File: src/rtl/osc_sup_pkg.sv
// Package: shared register selectors and status bit positions for the
// oscillator bias-resistor fault supervisor.
// Assumes: 2-bit register address space.
package osc_sup_pkg;

    typedef enum logic [1:0] {
        REG_MODE  = 2'd0,
        REG_RANGE = 2'd1,
        REG_TUNE  = 2'd2,
        REG_STAT  = 2'd3
    } reg_sel_e;

    localparam int STAT_OPEN  = 0;
    localparam int STAT_SHORT = 1;
    localparam int STAT_CAUSE = 2;
    localparam int STAT_ERR   = 3;

    typedef struct packed {
        logic short_pin;
        logic open_pin;
    } fault_t;

endpackage

File: src/rtl/osc_fault_sync.sv
// Module: multi-bit, multi-stage synchronizer for level fault inputs.
// Each bit gets its own shift chain; the output is the last stage.
// Assumes: STAGES >= 2, inputs are slow levels (no pulse capture needed).
module osc_fault_sync #(
    parameter int WIDTH  = 2,
    parameter int STAGES = 2
) (
    input  logic             clk,
    input  logic             rst_n,
    input  logic [WIDTH-1:0] d_async,
    output logic [WIDTH-1:0] q_sync
);

    initial begin
        if (STAGES < 2) $error("osc_fault_sync needs at least two stages");
    end

    for (genvar b = 0; b < WIDTH; b++) begin : g_bit
        logic [STAGES-1:0] chain_q;

        // Shift the raw level through the stage chain.
        always_ff @(posedge clk) begin
            if (!rst_n) chain_q <= '0;
            else        chain_q <= {chain_q[STAGES-2:0], d_async[b]};
        end

        assign q_sync[b] = chain_q[STAGES-1];
    end

endmodule

File: src/rtl/osc_sup_regs.sv
// Module: main-domain control registers (mode, band, trim) plus the open
// flag and the entry-refused flag.
// Assumes: soft_rst is the block's own one-cycle reset request and clears
// everything here like rst_n; FIELD_W covers the band, trim and status bits.
module osc_sup_regs
    import osc_sup_pkg::*;
#(
    parameter int RANGE_W     = 3,
    parameter int TUNE_W      = 10,
    parameter int RANGE_COUNT = 6,
    parameter int RANGE_DFLT  = 1
) (
    input  logic               clk,
    input  logic               rst_n,
    input  logic               soft_rst,
    input  logic               wr_en,
    input  reg_sel_e           wr_sel,
    input  logic [TUNE_W-1:0]  wr_field,
    input  logic               open_s,
    output logic               mode_q,
    output logic [RANGE_W-1:0] range_q,
    output logic [TUNE_W-1:0]  tune_q,
    output logic               open_flag_q,
    output logic               entry_err_q,
    output logic               ext_qual
);

    localparam logic [RANGE_W:0]   RANGE_LIM = (RANGE_W+1)'(RANGE_COUNT);
    localparam logic [RANGE_W-1:0] RANGE_DEF = RANGE_W'(RANGE_DFLT);

    logic wr_mode, wr_range, wr_tune, wr_stat;
    logic enter_req, enter_ok, enter_bad, open_hit, range_ok, clr_ok;
    logic mode_d;
    logic any_rst;

    // Decode write strobes and the entry/fault qualifiers.
    always_comb begin
        wr_mode   = wr_en && (wr_sel == REG_MODE);
        wr_range  = wr_en && (wr_sel == REG_RANGE);
        wr_tune   = wr_en && (wr_sel == REG_TUNE);
        wr_stat   = wr_en && (wr_sel == REG_STAT);
        enter_req = wr_mode && wr_field[0] && !mode_q;
        enter_ok  = enter_req && (range_q == RANGE_DEF);
        enter_bad = enter_req && (range_q != RANGE_DEF);
        ext_qual  = mode_q || enter_ok;
        open_hit  = open_s && ext_qual;
        range_ok  = ({1'b0, wr_field[RANGE_W-1:0]} < RANGE_LIM);
        clr_ok    = wr_stat && wr_field[STAT_OPEN] && !mode_q;
        any_rst   = !rst_n || soft_rst;
    end

    // Next mode: software request, gated entry, open fault forces internal.
    always_comb begin
        mode_d = mode_q;
        if (wr_mode) mode_d = wr_field[0] ? (mode_q || enter_ok) : 1'b0;
        if (open_hit) mode_d = 1'b0;
    end

    // Mode register.
    always_ff @(posedge clk) begin
        if (any_rst) mode_q <= 1'b0;
        else         mode_q <= mode_d;
    end

    // Band register; encodings at or above RANGE_COUNT are dropped.
    always_ff @(posedge clk) begin
        if (any_rst)                   range_q <= RANGE_DEF;
        else if (wr_range && range_ok) range_q <= wr_field[RANGE_W-1:0];
    end

    // Trim register.
    always_ff @(posedge clk) begin
        if (any_rst)      tune_q <= '0;
        else if (wr_tune) tune_q <= wr_field;
    end

    // Sticky open flag; set wins over a clear, clear only in internal mode.
    always_ff @(posedge clk) begin
        if (any_rst)       open_flag_q <= 1'b0;
        else if (open_hit) open_flag_q <= 1'b1;
        else if (clr_ok)   open_flag_q <= 1'b0;
    end

    // Sticky entry-refused flag.
    always_ff @(posedge clk) begin
        if (any_rst)                                entry_err_q <= 1'b0;
        else if (enter_bad)                         entry_err_q <= 1'b1;
        else if (wr_stat && wr_field[STAT_ERR])     entry_err_q <= 1'b0;
    end

    p_entry_gated_r2: assert property (@(posedge clk) disable iff (!rst_n)
        (!mode_q && (range_q != RANGE_DEF)) |=> !mode_q)
        else $error("external mode entered away from the default band");

    p_range_legal_r3: assert property (@(posedge clk) disable iff (!rst_n)
        ({1'b0, range_q} < RANGE_LIM))
        else $error("band register holds an invalid encoding");

    p_open_forces_int_r5: assert property (@(posedge clk) disable iff (!rst_n)
        (open_s && mode_q) |=> !mode_q)
        else $error("open fault did not return to internal mode");

    p_open_flag_set_r5: assert property (@(posedge clk) disable iff (!rst_n)
        (open_s && mode_q && !soft_rst) |=> open_flag_q)
        else $error("open fault did not set the open flag");

    p_clear_gated_r8: assert property (@(posedge clk) disable iff (!rst_n)
        (open_flag_q && mode_q && !soft_rst) |=> open_flag_q)
        else $error("open flag cleared while in external mode");

endmodule

File: src/rtl/osc_sup_short.sv
// Module: short-fault escalation. Issues a one-cycle reset request and keeps
// the short flag and short cause in the power-on domain.
// Assumes: ext_qual is high while external mode is active or being entered.
module osc_sup_short (
    input  logic clk,
    input  logic rst_n,
    input  logic por_n,
    input  logic short_s,
    input  logic ext_qual,
    input  logic clr_short,
    output logic rst_req,
    output logic short_flag,
    output logic short_cause
);

    logic short_hit;

    // A qualified short, suppressed during the pulse itself.
    always_comb short_hit = short_s && ext_qual && !rst_req;

    // Reset request pulse register.
    always_ff @(posedge clk) begin
        if (!rst_n) rst_req <= 1'b0;
        else        rst_req <= short_hit;
    end

    // Power-on-domain flag and cause; set wins, one clear drops both.
    always_ff @(posedge clk) begin
        if (!por_n) begin
            short_flag  <= 1'b0;
            short_cause <= 1'b0;
        end else if (short_hit) begin
            short_flag  <= 1'b1;
            short_cause <= 1'b1;
        end else if (clr_short) begin
            short_flag  <= 1'b0;
            short_cause <= 1'b0;
        end
    end

    p_req_single_r9: assert property (@(posedge clk) disable iff (!rst_n)
        rst_req |=> !rst_req)
        else $error("reset request longer than one cycle");

    p_req_sets_cause_r9: assert property (@(posedge clk) disable iff (!rst_n || !por_n)
        rst_req |-> (short_flag && short_cause))
        else $error("reset request without latched short bits");

    p_req_needs_ext_r7: assert property (@(posedge clk) disable iff (!rst_n)
        rst_req |-> $past(ext_qual))
        else $error("reset request while not in external mode");

    p_cause_survives_r10: assert property (@(posedge clk) disable iff (!por_n)
        (short_cause && !clr_short) |=> short_cause)
        else $error("short cause lost without a clear");

endmodule

File: src/rtl/osc_bias_supervisor.sv
// Module: top of the oscillator bias-resistor fault supervisor. Synchronizes
// the two fault inputs, holds the control registers, escalates shorts and
// provides a combinational register read port.
// Assumes: DATA_W >= TUNE_W >= 4 and TUNE_W >= RANGE_W.
module osc_bias_supervisor
    import osc_sup_pkg::*;
#(
    parameter int DATA_W      = 16,
    parameter int RANGE_W     = 3,
    parameter int TUNE_W      = 10,
    parameter int RANGE_COUNT = 6,
    parameter int RANGE_DFLT  = 1,
    parameter int SYNC_STAGES = 2
) (
    input  logic               clk,
    input  logic               rst_n,
    input  logic               por_n,
    input  logic               wr_en,
    input  logic [1:0]         wr_addr,
    input  logic [DATA_W-1:0]  wr_data,
    input  logic [1:0]         rd_addr,
    output logic [DATA_W-1:0]  rd_data,
    input  logic               fault_open_a,
    input  logic               fault_short_a,
    output logic               osc_ext_sel,
    output logic [RANGE_W-1:0] osc_range,
    output logic [TUNE_W-1:0]  osc_tune,
    output logic               irq,
    output logic               rst_req,
    output logic               short_cause
);

    localparam int FAULT_W = $bits(fault_t);

    fault_t             fault_raw, fault_s;
    reg_sel_e           wr_sel;
    logic [TUNE_W-1:0]  wr_field;
    logic               mode_q, open_flag_q, entry_err_q, ext_qual;
    logic               short_flag, clr_short;
    logic [RANGE_W-1:0] range_q;
    logic [TUNE_W-1:0]  tune_q;
    logic               unused_wr_bits;

    // Port-level decode shared by the submodules.
    always_comb begin
        fault_raw.open_pin  = fault_open_a;
        fault_raw.short_pin = fault_short_a;
        wr_sel         = reg_sel_e'(wr_addr);
        wr_field       = wr_data[TUNE_W-1:0];
        clr_short      = wr_en && (wr_sel == REG_STAT) && wr_data[STAT_SHORT];
        unused_wr_bits = ^wr_data[DATA_W-1:TUNE_W];
    end

    osc_fault_sync #(
        .WIDTH  (FAULT_W),
        .STAGES (SYNC_STAGES)
    ) u_sync (
        .clk     (clk),
        .rst_n   (rst_n),
        .d_async (fault_raw),
        .q_sync  (fault_s)
    );

    osc_sup_regs #(
        .RANGE_W     (RANGE_W),
        .TUNE_W      (TUNE_W),
        .RANGE_COUNT (RANGE_COUNT),
        .RANGE_DFLT  (RANGE_DFLT)
    ) u_regs (
        .clk         (clk),
        .rst_n       (rst_n),
        .soft_rst    (rst_req),
        .wr_en       (wr_en),
        .wr_sel      (wr_sel),
        .wr_field    (wr_field),
        .open_s      (fault_s.open_pin),
        .mode_q      (mode_q),
        .range_q     (range_q),
        .tune_q      (tune_q),
        .open_flag_q (open_flag_q),
        .entry_err_q (entry_err_q),
        .ext_qual    (ext_qual)
    );

    osc_sup_short u_short (
        .clk         (clk),
        .rst_n       (rst_n),
        .por_n       (por_n),
        .short_s     (fault_s.short_pin),
        .ext_qual    (ext_qual),
        .clr_short   (clr_short),
        .rst_req     (rst_req),
        .short_flag  (short_flag),
        .short_cause (short_cause)
    );

    // Combinational register read mux.
    always_comb begin
        rd_data = '0;
        case (reg_sel_e'(rd_addr))
            REG_MODE:  rd_data[0]           = mode_q;
            REG_RANGE: rd_data[RANGE_W-1:0] = range_q;
            REG_TUNE:  rd_data[TUNE_W-1:0]  = tune_q;
            REG_STAT: begin
                rd_data[STAT_OPEN]  = open_flag_q;
                rd_data[STAT_SHORT] = short_flag;
                rd_data[STAT_CAUSE] = short_cause;
                rd_data[STAT_ERR]   = entry_err_q;
            end
            default: rd_data = '0;
        endcase
    end

    assign osc_ext_sel = mode_q;
    assign osc_range   = range_q;
    assign osc_tune    = tune_q;
    assign irq         = open_flag_q;

    p_irq_follows_open_r5: assert property (@(posedge clk) disable iff (!rst_n)
        (fault_s.open_pin && mode_q && !rst_req) |=> irq)
        else $error("irq not raised by open fault");

endmodule

File: config.mk
export PLATFORM = sky130hd
export DESIGN_NAME = osc_bias_supervisor
export DESIGN_NICKNAME = d
export VERILOG_FILES = /design/src/rtl/osc_sup_pkg.sv /design/src/rtl/osc_fault_sync.sv /design/src/rtl/osc_sup_regs.sv /design/src/rtl/osc_sup_short.sv /design/src/rtl/osc_bias_supervisor.sv
export SDC_FILE = /design/constraint.sdc
export NUM_CORES = 1
export LEC_CHECK = 0
export BUFFER_PORTS_ARGS = -buffer_cell sky130_fd_sc_hd__buf_2
export CORE_AREA = 2 2 54 56
export CTS_CLUSTER_DIAMETER = 150
export DETAILED_ROUTE_END_ITERATION = 10
export DIE_AREA = 0 0 56 58
export HOLD_SLACK_MARGIN = 0.1
export PLACE_DENSITY = 0.71
export SKIP_LAST_GASP = 1
export SYNTH_ARGS = -nofsm -noshare
export SYNTH_HDL_FRONTEND = slang
export SYNTH_SLANG_ARGS = --single-unit
File: constraint.sdc
create_clock -name clk -period 2 [get_ports clk]
set_input_delay 0.4 -clock clk [delete_from_list [all_inputs] [get_ports clk]]
set_output_delay 0.4 -clock clk [all_outputs]
set_load 0.005 [all_outputs]
==> summary.txt, run 1 <==
Timing
  – Worst Clk Skew: 0.0108 ns
  – Slew Limit Fails: 0
  – Slew @ Worst Pin: 0.710 ns
  – RSZ-0062 raised after global routing: false
  – Final period util: a little over four fifths
  – Final Critical Period: 1.69 ns
  – F_max: 593 MHz
  – Setup tns final: 0 ns
  – Normalized max-slew margin: between 50 and 60%
  – Final hold violation count: 0
  – Final setup fails: 0

Routing
  – Met3 wire len: 192 µm
  – DR vias/cell: 5.09
  – WL per Instance: 12.4 µm
  – Initial DRT Pass Iterations: 4
  – Met1 Wirelength: ~1000 µm
  – Top Metal Used: met4
  – Met2 WL: 1.10 mm
  – Remaining DRCs: 0
  – DR iter-0 viols: 18
  – Routed Antenna Nets: 0
  – Total Wirelength: 2.30 mm
  – Via Count: 941

Floorplan
  – Ports: 59
  – Die height: 58 µm
  – Area of the core: approximately 2700 µm²
  – Die width: 56 µm
  – Die ar.: 3250 µm²
  – Starting Density: 37.8%
  – Row count: 19

Critical path
  – CP max stage cell: mux4_2
  – Crit-path leading delay family: multiplexers
  – CP Max Fanout: 6
  – CP Data Required Time: 1.60 ns
  – CP Launch Type: register
  – CP endpoint kind: primary output
  – Worst reg2reg setup slack: around 0.69 ns
  – Reg2reg start: u_regs.range_q[0]
  – Reg2reg path depth: 3
  – CP Class: reg -> out
  – Slowest stage delay, CP: about 0.45 ns
  – Capturing point of the worst reg2reg path: u_regs.mode_q
  – Critical path, cell by cell: mux4_2, buf_2
  – WP data arrival: around 1.3 ns
  – CP bufs+invs: 1

Clocking
  – CTS tree: done
  – # Post-CTS Setup Buffers: 0
  – Clk sinks: 22
  – Clk buf depth: 2
  – Post-CTS Hold Buffers: 0
  – # resized after CTS: 0
  – CTS root buffer: clkbuf_4
  – Cts bufs inserted: 3
  – Worst-path clk slew: 0.13 ns
  – H-tree levels: 1
  – Clock latency on the worst-skew pair: slightly above 0.3 ns

Pwr
  – Flop pwr share: 59.8%
  – Sw Ratio: approximately 26%
  – Int Pwr: 0.573 mW
  – Sw power: 0.200 mW
  – Leak: 0.658 nW
  – Combinational cell fraction of total power: 13.6%
  – VDD IR max: 0.373 mV
  – Pwr Total: between 0.7 and 0.8 mW
  – PwrDens: 612 nW/µm²
  – Clock power share: between 20% and 30%

Layout
  – ANT cells: 0
  – Layout cell share with drive strength beyond 1: ~34%
  – Non-Filler Instances: 185
  – Filler cells: 272
  – Area growth from synthesis to layout: 25.5%
  – Fin nets: 182

Placed design
  – Placed cells: 182
  – Port Buffer Count: 46
  – Hpwl dp: between 1.5 and 2 mm
  – Final Wtd Congestion: 0.759

Global routing
  – Remaining Overflow, GRT: 0
  – Initial antenna violation count: 0
  – Pin count of the biggest net entering global routing: 15
  – First-pass GRT wire length: roughly 3.8 mm
  – Vias in the first global route: 863
  – Gr usage total: between 10% and 20%

Hold path
  – Hold_sp: fault_open_a
  – Min-Delay Endpoint: u_sync.g_bit[0].chain_q[0]
  – WHS Path Cells: 2
  – Hold WC Path Type: in -> reg

Logic synthesis
  – Top cells by area, synth: dfxtp_1, mux2i_1, and2_1, buf_4, nor2_1
  – Post-synth top area share: 43.7%
  – Syn Area/Cell: 9.33 µm²
  – Area leader, netlist: dfxtp_1
  – Largest family of logic cells by synthesized area: simple AND/OR/NAND/NOR gates
  – Synthesized-area fraction occupied by xor and xnor cells: 0%
  – Mapped Area: 1010 µm²
  – Seq/Total Area, Yosys: 43.7%
  – Ys Warns: 0
  – Post-Synth Simple-Gate Area: 25.0%
  – Post-synthesis compound-gate area fraction: 10.9%
  – Netlist cell types: 26
  – Syn Inst Count: roughly 110
  – Synth Register Bits: 22
  – Adder-Cell Fraction of Synth Area: 0%
  – Post-synthesis mux area share: 13.2%

Job
  – MaxCap Viol Count: 0

Run status
  – Outcome: finished, final reports clean
## layout make-up
| type | count | area (µm²) | area share [%] |
|---|---|---|---|
| clock buffers | 3 | 22.5 | 1.78 |
| repair buffers | 46 | 230 | 18.2 |
| multi-input cells | 79 | 517 | 40.9 |
| flip-flops and latches | 22 | 440 | 34.9 |
| well taps | 31 | 38.8 | 3.07 |
| inverters | 4 | 15.0 | 1.19 |
## cells in the final DEF, fill, tap and decap left out
master,count
and2_1,11
or4b_1,1
nor3b_4,1
o21ai_0,8
and3b_2,1
nand3_1,4
o311ai_0,2
nand2b_1,1
dfxtp_1,22
a22o_1,2
nand4_1,1
nor3b_1,1
buf_2,46
a2111oi_0,1
nor2b_1,4
nor2_1,11
mux2i_1,11
mux4_2,1
clkbuf_4,3
nand2_1,4
inv_1,4
a21oi_1,4
nand3b_1,3
conb_1,6
a31oi_1,1
## per-stage QoR
stage          util [%]  area [µm²]  setup WS [ns]  hold WS (ns)
6_report           47.5        1260          0.315         0.281
3_5_place_dp       46.6        1240          0.292         0.420
2_1_floorplan         -        1030          0.722         0.406
4_1_cts            47.5        1260          0.323         0.291
3_3_place_gp       46.6        1240          0.386         0.414
5_1_grt            47.5        1260          0.269         0.302
## layer usage
layer | up-vias | track usage [%]
met3 | 3 | 3.13
met2 | 45 | 25.9
li1 | 457 | -
met4 | 0 | 5.10
met5 | - | 0
met1 | 436 | 18.0
## synth_stat cells
library cell	count
nor2_1	11
nor2b_1	4
and2_1	11
dfxtp_1	22
o21ai_0	8
a31oi_1	1
o311ai_0	2
nor3b_1	1
mux2i_1	11
conb_1	1
a22o_1	2
inv_1	4
buf_4	6
nand3_1	4
a2111oi_0	1
mux4_2	1
clkbuf_1	1
nand4_1	1
and3b_2	1
nor3b_4	1
nand3b_1	3
nand2b_1	1
buf_2	1
or4b_1	1
nand2_1	4
a21oi_1	4
## power by group through the flow
| stage | clock network (mW) | registers [mW] | logic [mW] |
|---|---|---|---|
| detailed placement | 0 | 0.472 | 0.105 |
| floorplan | 0 | 0.472 | 0.0594 |
| finish | 0.206 | 0.462 | 0.105 |
| CTS | 0.203 | 0.462 | 0.105 |
| global placement | 0 | 0.471 | 0.101 |
| global route | 0.222 | 0.465 | 0.118 |
## worst max-delay path by stage
stage | from | endpoint | cells past startpoint
floorplan | rd_addr[0] | rd_data[0] | 1
global placement | rd_addr[0] | rd_data[0] | 3
detailed placement | wr_addr[0] | u_regs.tune_q[7] | 4
CTS | u_regs.mode_q | rd_data[0] | 2
global route | u_regs.mode_q | rd_data[0] | 2
finish | u_regs.mode_q | rd_data[0] | 2
## flip-flops by register name (all words and copies together), names as in the netlist
name	flops
u_regs.tune_q	10
u_short.short_flag	1
u_short.rst_req	1
u_regs.entry_err_q	1
u_regs.mode_q	1
u_regs.range_q	3
u_sync.g_bit.chain_q	4
u_regs.open_flag_q	1
## kinds of logic after synthesis
kind of cell	Yosys count
simple gates	43
other cells	1
buf+inv	12
flops	22
mux	12
compound gates	18
## worst reg2reg max path: stages, from the launching register on
cell and delay, ns:
dfxtp_1 0.39, nor3b_1 0.35, a21oi_1 0.11, a2111oi_0 0.35
Power figures use the tool's default switching activity.
==> inputs of run 2 (changes only) <==
==> constraint.sdc (replaced) <==
create_clock -name clk -period 1.7 [get_ports clk]
set_input_delay 0.34 -clock clk [delete_from_list [all_inputs] [get_ports clk]]
set_output_delay 0.34 -clock clk [all_outputs]
set_load 0.005 [all_outputs]
==> summary.txt, run 2 (synthesized netlist as in run 1, its figures left out) <==
Global routing
  – Remaining Overflow, GRT: 0
  – Initial antenna violation count: 0
  – Vias in the first global route: just over 800
  – Pin count of the biggest net entering global routing: 13
  – First-pass GRT wire length: 3.59 mm
  – Gr usage total: 13.9%

Timing
  – RSZ-0062 raised after global routing: false
  – F_max: 616 MHz
  – Final Critical Period: around 1.6 ns
  – Worst Clk Skew: 0.00595 ns
  – Slew Limit Fails: 0
  – Final period util: 95.5%
  – Final setup fails: 0
  – Final hold violation count: 0
  – Setup tns final: 0 ns

Floorplan
  – Die ar.: 3250 µm²
  – Ports: 59
  – Die width: 56 µm
  – Die height: 58 µm
  – Starting Density: 37.8%
  – Area of the core: 2660 µm²
  – Row count: 19

Pwr
  – Clock power share: roughly 30%
  – Sw power: approximately 0.23 mW
  – Leak: 0.674 nW
  – PwrDens: ~740 nW/µm²
  – Int Pwr: 0.724 mW
  – Flop pwr share: 57.0%
  – Sw Ratio: 24.2%
  – Combinational cell fraction of total power: 13.2%
  – VDD IR max: 0.380 mV

Layout
  – Largest register FFs: 10
  – Layout cell share with drive strength beyond 1: a little over a third
  – Register Area: 440 µm²
  – Fin nets: between 150 and 200
  – Commonest cells after routing, fill and taps aside: buf_2, dfxtp_1, mux2i_1, and2_1, nor2_1
  – Top flop regs: u_regs.tune_q: 10 flops, u_sync.g_bit.chain_q: 4 flops, u_regs.range_q: 3 flops
  – Largest reg by FF count: u_regs.tune_q
  – Non-Filler Instances: 188
  – Most common cell after layout, fill and taps aside: buf_2
  – Area growth from synthesis to layout: 28.3%
  – ANT cells: 0
  – Filler cells: 264
  – Area of the multi-input gates: 517 µm²

Clocking
  – # resized after CTS: 0
  – CTS root buffer: clkbuf_4
  – Clk sinks: 22
  – Post-CTS Hold Buffers: 0
  – Clock latency on the worst-skew pair: 0.31 ns
  – CTS tree: done
  – Clk buf depth: 2
  – Cts bufs inserted: 3
  – H-tree levels: 1
  – Worst-path clk slew: 0.12 ns
  – # Post-CTS Setup Buffers: 0

Routing
  – Routed Antenna Nets: 0
  – Remaining DRCs: 0
  – DR iter-0 viols: 45
  – Via Count: 924
  – Total Wirelength: 2.27 mm
  – WL per Instance: around 12 µm
  – DR vias/cell: 4.91
  – Initial DRT Pass Iterations: 5

Critical path
  – Slowest stage delay, CP: 0.46 ns
  – CP max stage cell: mux4_2
  – Critical path, cell by cell: mux4_2, buf_2
  – CP endpoint kind: primary output
  – CP Class: reg -> out
  – CP Data Required Time: 1.36 ns
  – CP Launch Type: register
  – WP data arrival: around 1.3 ns
  – CP Max Fanout: 6

Run status
  – Outcome: finished, final reports clean

Hold path
  – Hold WC Path Type: in -> reg

Placed design
  – Placed cells: about 180
  – Port Buffer Count: 46
  – Final Wtd Congestion: 0.759
  – Hpwl dp: 1.78 mm

Job
  – MaxCap Viol Count: 0
run 2: final cells by class:
cell class,count,area share (%)
Multi-Input combinational cell,79,40.0
Sequential cell,22,34.1
Timing Repair Buffer,48,19.0
Tap cell,31,3.00
Clock buffer,4,2.81
Inverter,4,1.16
run 2: worst max-delay path: cells and delay by family (launching register included):
| family | cells | cell delay (ns) |
|---|---|---|
| flip-flops | 1 | 0.38 |
| multiplexers | 1 | 0.46 |
| buffers and inverters | 1 | 0.14 |
run 2: power groups by stage:
stage,Clock [mW],Combinational [mW],Sequential (mW)
2_1_floorplan,0,0.0699,0.555
3_5_place_dp,0,0.126,0.556
5_1_grt,0.317,0.139,0.547
3_3_place_gp,0,0.122,0.555
4_1_cts,0.292,0.127,0.544
6_report,0.285,0.126,0.544
run 2: layer usage:
| metal | vias to the layer above | part of all wire, % | global-route usage (%) |
|---|---|---|---|
| met5 | - | 0 | 0 |
| li1 | 463 | - | - |
| met2 | 46 | 47 | 24.7 |
| met3 | 4 | 9.4 | 3.79 |
| met1 | 411 | 43 | 16.5 |
| met4 | 0 | 0.93 | 4.08 |
run 2: per-stage QoR:
| stage | setup slack (ns) | hold slack (ns) | util, % | total power [mW] | instance area (µm²) |
|---|---|---|---|---|---|
| 2_1_floorplan | 0.524 | 0.406 | - | 0.625 | 1030 |
| 3_3_place_gp | 0.210 | 0.414 | 47.2 | 0.676 | 1260 |
| 3_5_place_dp | 0.207 | 0.424 | 47.2 | 0.682 | 1260 |
| 4_1_cts | 0.0781 | 0.226 | 48.5 | 0.963 | 1290 |
| 5_1_grt | 0.0470 | 0.237 | 48.5 | 1.00 | 1290 |
| 6_report | 0.0764 | 0.230 | 48.5 | 0.955 | 1290 |
run 2: final timing paths:
check | startpoint | end | slack [ns] | depth (start not counted)
worst min-delay path | fault_open_a | u_sync.g_bit[0].chain_q[0] | 0.23 | 2
worst min register to register | u_sync.g_bit[1].chain_q[1] | u_short.rst_req | 0.43 | 2
worst max register to register | u_regs.range_q[0] | u_regs.mode_q | 0.35 | 3
worst max-delay path | u_regs.mode_q | rd_data[0] | 0.08 | 2
